`src/rtl/dma_eng_pkg.sv`:
```
package dma_eng_pkg;

    localparam int CNT_W  = 10;
    localparam int STEP_W = 5;

    typedef enum logic [2:0] {
        ST_IDLE,
        ST_ARMED,
        ST_READ,
        ST_WRITE,
        ST_LINK
    } eng_state_t;

    // Packed MSB first: cfg_ok lands on bit 0.
    typedef struct packed {
        logic [CNT_W-1:0] count_m1;
        logic [1:0]       dst_step;
        logic [1:0]       src_step;
        logic [1:0]       width;
        logic             flag_b;
        logic             flag_a;
        logic             sw_go;
        logic             chain;
        logic             cfg_ok;
    } xfer_desc_t;

    localparam int DESC_W = $bits(xfer_desc_t);

    // Byte distance for one address step.
    function automatic logic [STEP_W-1:0] step_bytes(input logic [1:0] width,
                                                     input logic [1:0] mode);
        logic [STEP_W-1:0] unit;
        unit = STEP_W'(1) << width;
        case (mode)
            2'd0:    return '0;
            2'd1:    return unit;
            2'd2:    return unit << 1;
            default: return unit << 2;
        endcase
    endfunction

endpackage

```
`src/rtl/dma_addr_walk.sv`:
```
module dma_addr_walk import dma_eng_pkg::*; #(
    parameter int ADDR_W = 32
) (
    input  logic              clk,
    input  logic              rst_n,
    input  logic              load,
    input  logic [ADDR_W-1:0] base,
    input  logic              adv,
    input  logic [STEP_W-1:0] stride,
    output logic [ADDR_W-1:0] addr
);

    always_ff @(posedge clk or negedge rst_n) begin
        if (!rst_n)
            addr <= '0;
        else if (load)
            addr <= base;
        else if (adv)
            addr <= addr + ADDR_W'(stride);
    end

endmodule

```
`src/rtl/dma_elem_count.sv`:
```
module dma_elem_count #(
    parameter int CNT_W = 10
) (
    input  logic             clk,
    input  logic             rst_n,
    input  logic             load,
    input  logic [CNT_W-1:0] init,
    input  logic             dec,
    output logic             last
);

    logic [CNT_W-1:0] left_q;

    always_ff @(posedge clk or negedge rst_n) begin
        if (!rst_n)
            left_q <= '0;
        else if (load)
            left_q <= init;
        else if (dec)
            left_q <= left_q - 1'b1;
    end

    assign last = (left_q == '0);

endmodule

```
`src/rtl/dma_xfer_engine.sv`:
```
module dma_xfer_engine import dma_eng_pkg::*; #(
    parameter int ADDR_W = 32,
    parameter int DATA_W = 32
) (
    input  logic              clk,
    input  logic              rst_n,
    input  logic              desc_load,
    input  logic [DESC_W-1:0] desc_word,
    input  logic [ADDR_W-1:0] src_base,
    input  logic [ADDR_W-1:0] dst_base,
    input  logic              hw_req,
    input  logic              abort,
    output logic              mem_req,
    output logic              mem_we,
    output logic [ADDR_W-1:0] mem_addr,
    output logic [1:0]        mem_size,
    output logic [DATA_W-1:0] mem_wdata,
    input  logic              mem_ack,
    input  logic [DATA_W-1:0] mem_rdata,
    output logic              busy,
    output logic              irq_a,
    output logic              irq_b,
    output logic              err
);

    localparam logic [1:0] WIDTH_BAD = 2'd3;

    eng_state_t state, nxt;
    xfer_desc_t desc;

    logic              loadable, accept, reject;
    logic              wr_done, last, stop_q, stop_now;
    logic [1:0]        width_q, sstep_q, dstep_q;
    logic              fa_q, fb_q, chain_q;
    logic [ADDR_W-1:0] src_addr, dst_addr;
    logic [DATA_W-1:0] rbuf_q;

    assign desc     = xfer_desc_t'(desc_word);
    assign loadable = (state == ST_IDLE) || (state == ST_ARMED) || (state == ST_LINK);
    assign accept   = loadable && desc_load && desc.cfg_ok && (desc.width != WIDTH_BAD);
    assign reject   = loadable && desc_load && desc.cfg_ok && (desc.width == WIDTH_BAD);
    assign wr_done  = (state == ST_WRITE) && mem_ack;
    assign stop_now = stop_q || abort;

    // State register
    always_ff @(posedge clk or negedge rst_n) begin
        if (!rst_n)
            state <= ST_IDLE;
        else
            state <= nxt;
    end

    // Transitions
    always_comb begin
        nxt = state;
        unique case (state)
            ST_IDLE, ST_ARMED, ST_LINK: begin
                if (accept)
                    nxt = (desc.sw_go || state == ST_LINK) ? ST_READ : ST_ARMED;
                else if (reject)
                    nxt = ST_IDLE;
                else if (abort)
                    nxt = ST_IDLE;
                else if (state == ST_ARMED && hw_req)
                    nxt = ST_READ;
            end
            ST_READ: begin
                if (mem_ack)
                    nxt = ST_WRITE;
            end
            ST_WRITE: begin
                if (mem_ack) begin
                    if (last)
                        nxt = (chain_q && !stop_now) ? ST_LINK : ST_IDLE;
                    else
                        nxt = stop_now ? ST_IDLE : ST_READ;
                end
            end
            default: nxt = ST_IDLE;
        endcase
    end

    // Outputs
    always_comb begin
        mem_req   = (state == ST_READ) || (state == ST_WRITE);
        mem_we    = (state == ST_WRITE);
        mem_addr  = (state == ST_WRITE) ? dst_addr : src_addr;
        mem_size  = width_q;
        mem_wdata = rbuf_q;
        busy      = mem_req || (state == ST_LINK);
    end

    // Descriptor fields, data buffer, abort latch, pulses
    always_ff @(posedge clk or negedge rst_n) begin
        if (!rst_n) begin
            width_q <= '0;
            sstep_q <= '0;
            dstep_q <= '0;
            fa_q    <= 1'b0;
            fb_q    <= 1'b0;
            chain_q <= 1'b0;
            rbuf_q  <= '0;
            stop_q  <= 1'b0;
            irq_a   <= 1'b0;
            irq_b   <= 1'b0;
            err     <= 1'b0;
        end else begin
            if (accept) begin
                width_q <= desc.width;
                sstep_q <= desc.src_step;
                dstep_q <= desc.dst_step;
                fa_q    <= desc.flag_a;
                fb_q    <= desc.flag_b;
                chain_q <= desc.chain;
            end
            if (state == ST_READ && mem_ack)
                rbuf_q <= mem_rdata;
            stop_q <= mem_req && stop_now && !wr_done;
            irq_a  <= wr_done && last && fa_q;
            irq_b  <= wr_done && last && fb_q;
            err    <= reject;
        end
    end

    dma_addr_walk #(.ADDR_W(ADDR_W)) u_src (
        .clk    (clk),
        .rst_n  (rst_n),
        .load   (accept),
        .base   (src_base),
        .adv    (wr_done),
        .stride (step_bytes(width_q, sstep_q)),
        .addr   (src_addr)
    );

    dma_addr_walk #(.ADDR_W(ADDR_W)) u_dst (
        .clk    (clk),
        .rst_n  (rst_n),
        .load   (accept),
        .base   (dst_base),
        .adv    (wr_done),
        .stride (step_bytes(width_q, dstep_q)),
        .addr   (dst_addr)
    );

    dma_elem_count #(.CNT_W(CNT_W)) u_cnt (
        .clk   (clk),
        .rst_n (rst_n),
        .load  (accept),
        .init  (desc.count_m1),
        .dec   (wr_done && !last),
        .last  (last)
    );

endmodule

```
`config.mk`:
```
export PLATFORM = sky130hd
export DESIGN_NAME = dma_xfer_engine
export DESIGN_NICKNAME = d
export VERILOG_FILES = /design/src/rtl/dma_eng_pkg.sv /design/src/rtl/dma_addr_walk.sv /design/src/rtl/dma_elem_count.sv /design/src/rtl/dma_xfer_engine.sv
export SDC_FILE = /design/constraint.sdc
export NUM_CORES = 1
export LEC_CHECK = 0
export BUFFER_PORTS_ARGS = -buffer_cell sky130_fd_sc_hd__buf_2
export CAP_MARGIN = 20
export CORE_UTILIZATION = 54
export CTS_BUF_LIST = sky130_fd_sc_hd__clkbuf_4
export DETAILED_ROUTE_END_ITERATION = 8
export PLACE_DENSITY_LB_ADDON = 0.15
export SLEW_MARGIN = 20
export SYNTH_ARGS = -nofsm -noshare
export SYNTH_HDL_FRONTEND = slang
export SYNTH_SLANG_ARGS = --single-unit
export TNS_END_PERCENT = 50
```
`constraint.sdc`:
```
create_clock -name clk -period 3.88 [get_ports clk]
set_input_delay 0.582 -clock clk [delete_from_list [all_inputs] [get_ports clk]]
set_output_delay 0.582 -clock clk [all_outputs]
set_load 0.005 [all_outputs]
```
==> run metrics, run 1 <==
final instance area between 8000 and 9000 µm²; area of placed instances about 8000 µm²; H-tree levels 4; Fin Setup TNS 0 ns; drt first pass iters 5; CTS clk-pin slew, worst paths about 0.1 ns; total CTS buffers 17; Clock Path Buffers 2; number of max-cap violations 0; Max Slew Vio Count 0; number of antenna diodes 0; Ys Warns 0; XOR/XNOR share of the synthesized area 0.05458; Routed wire per std cell 16.88 µm; row count 40; total I/O pin count just under 200; Layout fillers roughly 1000; Synth Flop Type dfrtp_1; initial antenna violation count 0; synthesized cell area between 6000 and 7000 µm²; top-count cell post-synth dfrtp_1; Critical Path Sink Type output pin; grt ovf 0; worst path required time roughly 3.3 ns; share of cells above drive strength 1 0.3410; post-cts gate resize count 0; Worst-Skew Late Latency ~0.56 ns; Slew headroom 0.4562; total leakage power ~0.0038 µW; Post-synth EDFFs 0; Area contributors post-synth dfrtp_1, mux2_2, nand2_1; clock sink count 122; run status finished clean; Synth top cells by count dfrtp_1, nand2_1, mux2_2, nor2_1, nand3_1; CTS root buf clkbuf_4; Yosys reg bits between 100 and 150; RD Place Congestion ~0.88; Cell Pwr Density approximately 760 nW/µm²; post-CTS setup buffer count 0; unrepaired setup endpoints after global routing false; post-synthesis sequential area ratio 0.4424; Synth area leader dfrtp_1; area grow syn2layout 20.25%; FF-to-FF End u_src.addr[16]; post-synthesis compound-gate area fraction 0.1251; die height between 100 and 150 µm; final cell count without fillers ~1100; DP Wirelength around 13000 µm; Setup violations, final 0; Synth Instances around 720; core region area 12210 µm²; Synth Area in Simple Gates 0.2131; Residual DRC 0; Clock Skews 0.02086 ns; Reg2Reg Depth 10; first-pass GRT wire length around 30000 µm; Post-CTS Hold Buffers 0; Worst Setup SP state[2]; adder-cell share of the synthesized area 0.02575; post-synthesis mux area share 0.1073; CTS tree yes; CP max stage delay 0.46 ns; cell family with most CP delay buffers and inverters; FF-to-FF Start mem_size[0]; final critical-path share of the clock period 0.8029; worst-path cell chain nand2b_1 -> inv_2 -> nand2_1 -> buf_4 -> mux2_2 -> buf_2; count of different cell masters after synthesis 62; Fmax roughly 0.32 GHz; Die Wd 115.0 µm; Initial DRC Count around 380; Post-Syn Nets roughly 860; Initial Util 0.5651; Final Net Count 1038; crit path max fanout 28; count of final hold-check violations 0; Antenna Nets Post-Route 0; vias in the first global route approximately 6100; Crit path buffers/inverters 3; Synth top area share 0.4424; routed vias ~6300; All-Layer GR Usage 0.2901; worst ir drop on vdd between 300 and 400 µV; Final min period just over 3 ns; mean area per synthesized cell between 9 and 10 µm²; actual slew at the worst max-slew pin 0.8157 ns; asr flop ratio synth 1.000; main combinational cell family by area after synthesis simple AND/OR/NAND/NOR gates; Port Buffers ~190; placed cells roughly 1100; vias per cell ~5.8; Worst Path Arrival between 2 and 3 ns; crit path launch type register; die footprint roughly 13000 µm²; r2r setup slk about 1.0 ns; largest net degree at the start of global routing about 120; worst hold-check path type primary input to asynchronous set/reset pin; critical setup path kind register to output pin; final wirelength about 18000 µm; CP max-delay cell dfrtp_1
-- power breakdown --
| group | total (µW) | switching, µW | internal [µW] |
|---|---|---|---|
| clock network | 994 | 465 | 529 |
| registers | 2540 | 660 | 1880 |
| logic | 2800 | 1410 | 1390 |
-- registers in the layout, indices dropped and copies added (netlist names), 2 cells and up --
signal        count
mem_wdata        32
u_dst.addr       32
u_src.addr       32
u_cnt.left_q     10
state             3
dstep_q           2
mem_size          2
sstep_q           2
-- layer usage --
layer,part of all wire,global-route usage,up-vias
met4,0.018,0.1048,0
met1,0.45,0.3859,2973
met3,0.071,0.07275,35
met5,0,0,-
li1,-,-,2980
met2,0.46,0.4610,262
-- logic make-up after synthesis --
group	count (synthesis)
AOI/OAI and AO/OA	134
xor gates and xnor gates	43
adders and majority gates	13
buffers and inverters	49
DFF	122
muxes	66
and+or+nand+nor	292
-- cells in the final DEF (no fill, tap or decap), types with 4 or more instances in the layout --
cell type	instances
mux2_2	62
buf_2	193
ha_1	11
or4_1	8
xnor2_1	17
a21oi_1	17
clkinv_2	4
xor2_1	26
a211oi_1	6
and3_1	24
o21ai_0	24
nand2_1	106
inv_1	8
dfrtp_1	122
o211ai_1	5
nand4_1	21
nand2b_1	5
o21ai_1	24
bufinv_16	4
a21o_1	5
a31oi_1	18
nor3_1	7
o22ai_1	7
or3_1	6
nand3_1	39
nor4_1	5
nor2_1	42
buf_4	10
clkbuf_4	21
nor3b_1	4
and4_1	9
-- worst max path at each step --
| stage | slack [ns] | cells after the start | end |
|---|---|---|---|
| after global placement | 1.16 | 10 | u_src.addr[16] |
| after CTS | 0.76 | 6 | mem_addr[12] |
| after global routing | 0.62 | 6 | mem_addr[6] |
| after floorplan | 1.11 | 10 | u_src.addr[16] |
| final | 0.76 | 6 | mem_addr[12] |
| after detailed placement | 1.11 | 9 | u_src.addr[16] |
-- area by class of cell --
cell class | instances | area, µm² | area share
repair buffers | 204 | 1061 | 0.1279
multi-input cells | 548 | 3631 | 0.4376
well taps | 168 | 210.2 | 0.02533
clock buffers | 21 | 157.7 | 0.01900
clock inverters | 11 | 151.4 | 0.01824
inverters | 9 | 33.78 | 0.004071
flip-flops and latches | 122 | 3053 | 0.3679
-- metrics by stage --
step	hold slack (ns)	util	setup WS (ns)	power, µW
2_1_floorplan	0.2864	-	1.113	4262
3_3_place_gp	0.4501	0.6542	1.162	5200
3_5_place_dp	0.4593	0.6542	1.108	5331
4_1_cts	0.1453	0.6795	0.7580	6335
5_1_grt	0.1348	0.6795	0.6231	6818
6_report	0.1178	0.6795	0.7649	6333
Power figures use the tool's default switching activity.
==> run 2: changes to the inputs <==
Clock period 3.88 ns to 2.9 ns, I/O delays scaled along.
==> run metrics, run 2 (synthesis gave the netlist of run 1 again) <==
vias in the first global route a little over 6000; Layout fillers 1005; Final Util 0.6903; sequential share of power 0.393; CP max-delay cell dfrtp_1; Clock Path Buffers 2; Logic pwr share 0.447; routed vias about 6300; Critical Path Sink Type output pin; Crit path buffers/inverters 3; Residual DRC 0; CP max stage delay 0.46 ns; unrepaired setup endpoints after global routing false; worst ir drop on vdd about 420 µV; Fmax between 0.3 and 0.4 GHz; Sw Share 0.4030; Slew headroom 0.5338; CTS root buf clkbuf_4; Initial Util 0.5651; Fin Setup TNS 0 ns; Setup violations, final 0; CTS clk-pin slew, worst paths between 0.1 and 0.15 ns; P_sw ~3500 µW; total CTS buffers 17; drt first pass iters 5; clock share of power 0.160; Worst-Skew Late Latency 0.54 ns; commonest non-fill, non-tap cell in the layout buf_2; crit path max fanout 28; die height approximately 120 µm; critical setup path kind register to output pin; DP Wirelength 13690 µm; Final min period 2.766 ns; count of final hold-check violations 0; Die Wd between 100 and 150 µm; crit path launch type register; Clock Skews about 0.015 ns; commonest cells after routing, fill and taps aside buf_2, dfrtp_1, nand2_1, mux2_2, nor2_1; clock sink count between 100 and 150; Internal Pwr Total 5130 µW; Antenna Nets Post-Route 0; area grow syn2layout 22.16%; die footprint roughly 13000 µm²; largest net degree at the start of global routing 67; core region area 12210 µm²; number of antenna diodes 0; vias per cell approximately 5.8; Final Net Count approximately 1000; row count 40; worst hold-check path type primary input to register; final critical-path share of the clock period 0.9538; Cell Pwr Density just over 1000 nW/µm²; RD Place Congestion 0.9323; grt ovf 0; Routed wire per std cell 16.92 µm; H-tree levels 4; worst path required time roughly 2.5 ns; final wirelength between 15000 and 20000 µm; All-Layer GR Usage 0.2906; Port Buffers 194; number of max-cap violations 0; first-pass GRT wire length 29660 µm; total leakage power a little under 0.004 µW; share of cells above drive strength 1 0.3521; Worst Path Arrival approximately 2.3 ns; WL met1 between 8000 and 9000 µm; worst-path cell chain nand2b_1 -> inv_2 -> nand2_1 -> buf_12 -> mux2_2 -> buf_2; initial antenna violation count 1; run status finished clean; metal3 WL between 1000 and 1500 µm; Initial DRC Count 420; Max Used Layer met5; actual slew at the worst max-slew pin 0.6972 ns; cell family with most CP delay simple AND/OR/NAND/NOR gates; Max Slew Vio Count 0; total I/O pin count roughly 200; met2 WL approximately 8500 µm; CTS tree yes
## run 2: cell count changes in the layout (fill, tap and decap cells not counted), moves of 2 or more
cell / delta
clkbuf_4: -4
clkinv_1: -3
clkinv_4: +3
clkinvlp_4: +4
buf_12: +2
buf_4: +8
## run 2: worst paths after layout
check	from	end	slack, ns	depth (start not counted)
max	state[2]	mem_addr[5]	0.13	6
max in group asynchronous	rst_n	u_dst.addr[19]	1.79	3
min reg2reg	fa_q	fa_q	0.49	2
min in group asynchronous	rst_n	mem_wdata[12]	0.36	2
min	dst_base[27]	u_dst.addr[27]	0.09	3
max reg2reg	sstep_q[0]	u_src.addr[16]	0.20	9
## run 2: metrics by stage
step	area (µm²)	hold slack (ns)	setup WS [ns]	total power, µW	instances
finish	8429	0.08776	0.1339	8592	1094
CTS	8412	0.03926	0.08567	8587	1092
detailed placement	8074	0.4012	0.1863	7189	1059
global route	8429	0.05100	0.001441	9233	1094
floorplan	6900	0.1394	0.1334	5702	719
global placement	8074	0.3904	0.2976	7036	1059
## run 2: layout make-up
cell class	instances	area [µm²]	area share
multi-input combinational	548	3633	0.4311
sequential	122	3053	0.3622
timing repair buffer	215	1171	0.1389
tap	168	210.2	0.02494
clock inverter	15	200.2	0.02375
clock buffer	17	127.6	0.01514
inverter	9	33.78	0.004008
## run 2: power by group through the flow
| stage | combinational, µW | sequential [µW] | clock [µW] |
|---|---|---|---|
| 3_5_place_dp | 3800 | 3390 | 0 |
| 3_3_place_gp | 3710 | 3330 | 0 |
| 6_report | 3840 | 3370 | 1380 |
| 5_1_grt | 4260 | 3490 | 1480 |
| 4_1_cts | 3830 | 3350 | 1400 |
| 2_1_floorplan | 2560 | 3140 | 0 |
## run 2: timing repair
action | in CTS | in global routing
hold endpoints to repair | 32 | 0
endpoints found under the setup margin | 0 | 2
buffers inserted | 0 | 2
resized for setup | 0 | 1
hold buffers | 1 | 0
## run 2: worst min-delay path: cells and delay by family
kind | cells | cell delay, ns
buffers and inverters | 1 | 0.07
and+or+nand+nor | 2 | 0.09
## run 2: layer usage
layer	vias to the layer above	global-route usage
met5	-	0
met4	2	0.1186
met3	37	0.05746
met2	277	0.4602
met1	2986	0.3926
li1	3012	-
==> run 3: changes to the inputs <==
Settings changed: ABC_AREA set to 1, CORE_UTILIZATION 54 to 57.
==> run metrics, run 3 <==
total CTS buffers 17; Synth top area share 0.3623; Final Net Count roughly 1600; initial antenna violation count 1; Layout fillers 1314; H-tree levels 4; final instance area roughly 9800 µm²; most crowded layer after global routing met2; post-synthesis compound-gate area fraction 0.1014; commonest non-fill, non-tap cell in the layout nand2_1; die footprint between 15000 and 20000 µm²; row count 44; Routed wire per std cell approximately 14 µm; Multi-input gate area approximately 4600 µm²; Slew headroom 0.4835; Post-Syn Nets approximately 1400; post-synthesis mux area share 0.04277; Worst-Skew Late Latency ~0.57 ns; Cell Pwr Density 943.1 nW/µm²; Clock Skews around 0.030 ns; crit path max fanout 61; Synth Flop Type dfrtp_1; Ys Warns 0; Max Slew Vio Count 0; asr flop ratio synth 1.000; RD Place Congestion approximately 0.96; GRT met3 Usage 0.06136; synthesized cell area 8426 µm²; commonest cells after routing, fill and taps aside nand2_1, buf_2, inv_1, nor2_1, dfrtp_1; DP Wirelength approximately 18000 µm; Port Buffers slightly below 200; Post-synth EDFFs 0; largest net degree at the start of global routing between 80 and 90; worst ir drop on vdd ~570 µV; Worst Path Arrival approximately 2.2 ns; area of placed instances around 9500 µm²; Antenna Nets Post-Route 0; worst path required time between 2 and 2.5 ns; register area approximately 3100 µm²; drt first pass iters 5; top-count cell post-synth nand2_1; Initial DRC Count 750; share of cells above drive strength 1 0.1982; area grow syn2layout 16.62%; post-synthesis sequential area ratio 0.3623; Synth Instances about 1300; Fin Setup TNS 0 ns; Clock Path Buffers 2; clock sink count 122; Synth top cells by count nand2_1, inv_1, nor2_1, dfrtp_1, nand3_1; Initial Util 0.5819; count of final hold-check violations 0; total I/O pin count 195; critical setup path kind register to output pin; Final min period between 2 and 3 ns; met2 GRT Util 0.5309; die height ~120 µm; XOR/XNOR share of the synthesized area 0.005198; core region area around 14000 µm²; r2r setup slk 0.30 ns; CTS clk-pin slew, worst paths around 0.13 ns; total leakage power 0.005253 µW; Synth area leader dfrtp_1; Fmax 0.3766 GHz; Area contributors post-synth dfrtp_1, nand2_1, inv_1; Tot Pwr a little over 9000 µW; count of different cell masters after synthesis 40; vias per cell around 5.4; final wirelength about 24000 µm; actual slew at the worst max-slew pin roughly 0.77 ns; WHS 0.07721 ns; unrepaired setup endpoints after global routing false; grt ovf 0; routed vias between 8000 and 9000; All-Layer GR Usage 0.3298; worst hold-check path type primary input to register; CTS root buf clkbuf_4; vias in the first global route between 8000 and 9000; hold path startpoint desc_word[3]; final critical-path share of the clock period 0.9157; main combinational cell family by area after synthesis simple AND/OR/NAND/NOR gates; Synth Area in Simple Gates 0.3741; Reg2Reg Depth 12; Die Wd between 100 and 150 µm; number of max-cap violations 0; mean area per synthesized cell between 6 and 7 µm²; adder-cell share of the synthesized area 0.02109; crit path launch type register; CTS tree yes; FF-to-FF Start mem_size[0]; Setup violations, final 0; WHS Endpoint fa_q; run status finished clean; M1 GR Usage 0.4273; first-pass GRT wire length between 30000 and 40000 µm; Residual DRC 0; Critical Path Sink Type output pin; FF-to-FF End u_src.addr[18]; hold depth 3; Yosys reg bits about 120
[run 3: how the worst max path moves through the flow]
stage,cells past startpoint,end,slack (ns),startpoint
global route,12,u_src.addr[18],0.03,mem_size[0]
detailed placement,14,u_dst.addr[18],0.33,mem_size[0]
global placement,13,u_dst.addr[18],0.46,mem_size[1]
finish,7,mem_addr[1],0.24,state[1]
CTS,7,mem_addr[1],0.25,state[1]
floorplan,14,u_dst.addr[18],0.70,mem_size[0]
[run 3: final cells by class]
class | count | share of cell area
diodes | 1 | 0.0002547
well taps | 184 | 0.02343
repair buffers | 206 | 0.1110
flip-flops and latches | 122 | 0.3107
inverters | 156 | 0.05960
clock inverters | 13 | 0.01235
clock buffers | 19 | 0.01452
multi-input cells | 962 | 0.4681
[run 3: timing repair]
| item | CTS | global route |
|---|---|---|
| hold buffers | 1 | 0 |
| endpoints found under the hold margin | 50 | 0 |
| gates resized for setup | 0 | 1 |
| setup buffers | 0 | 0 |
| endpoints found under the setup margin | 0 | 1 |
[run 3: worst max-delay path, cell delays in order, from the launching register on]
cell and delay (ns):
dfrtp_1 0.44, inv_2 0.09, nor2_4 0.05, nand2_4 0.08
buf_4 0.45, inv_1 0.22, o21ai_0 0.18, buf_2 0.13
[run 3: power breakdown]
| part | internal (µW) | switching, µW |
|---|---|---|
| Combinational | 1910 | 2950 |
| Sequential | 2460 | 800 |
| Clock | 449 | 702 |
[run 3: logic make-up (layout without fill, tap and decap cells)]
group           count (synthesis)  in the layout
simple gates                  758            758
fa+ha+maj                      13             13
mux                            32             32
buf+inv                       197            394
flops                         122            122
compound gates                154            154
xor+xnor                        5              5
other cells                     0              1
[run 3: per-stage QoR]
step / cells / worst slack [ns] / utilization
finish: 1663 / 0.2443 / 0.6786
CTS: 1662 / 0.2464 / 0.6782
floorplan: 1281 / 0.7027 / -
global route: 1663 / 0.02842 / 0.6786
global placement: 1629 / 0.4568 / 0.6593
detailed placement: 1629 / 0.3309 / 0.6593
[run 3: metal layers]
metal,share of wire,up-vias
met2,0.46,341
met1,0.44,4081
met5,0,-
li1,-,4459
met3,0.063,63
met4,0.038,0
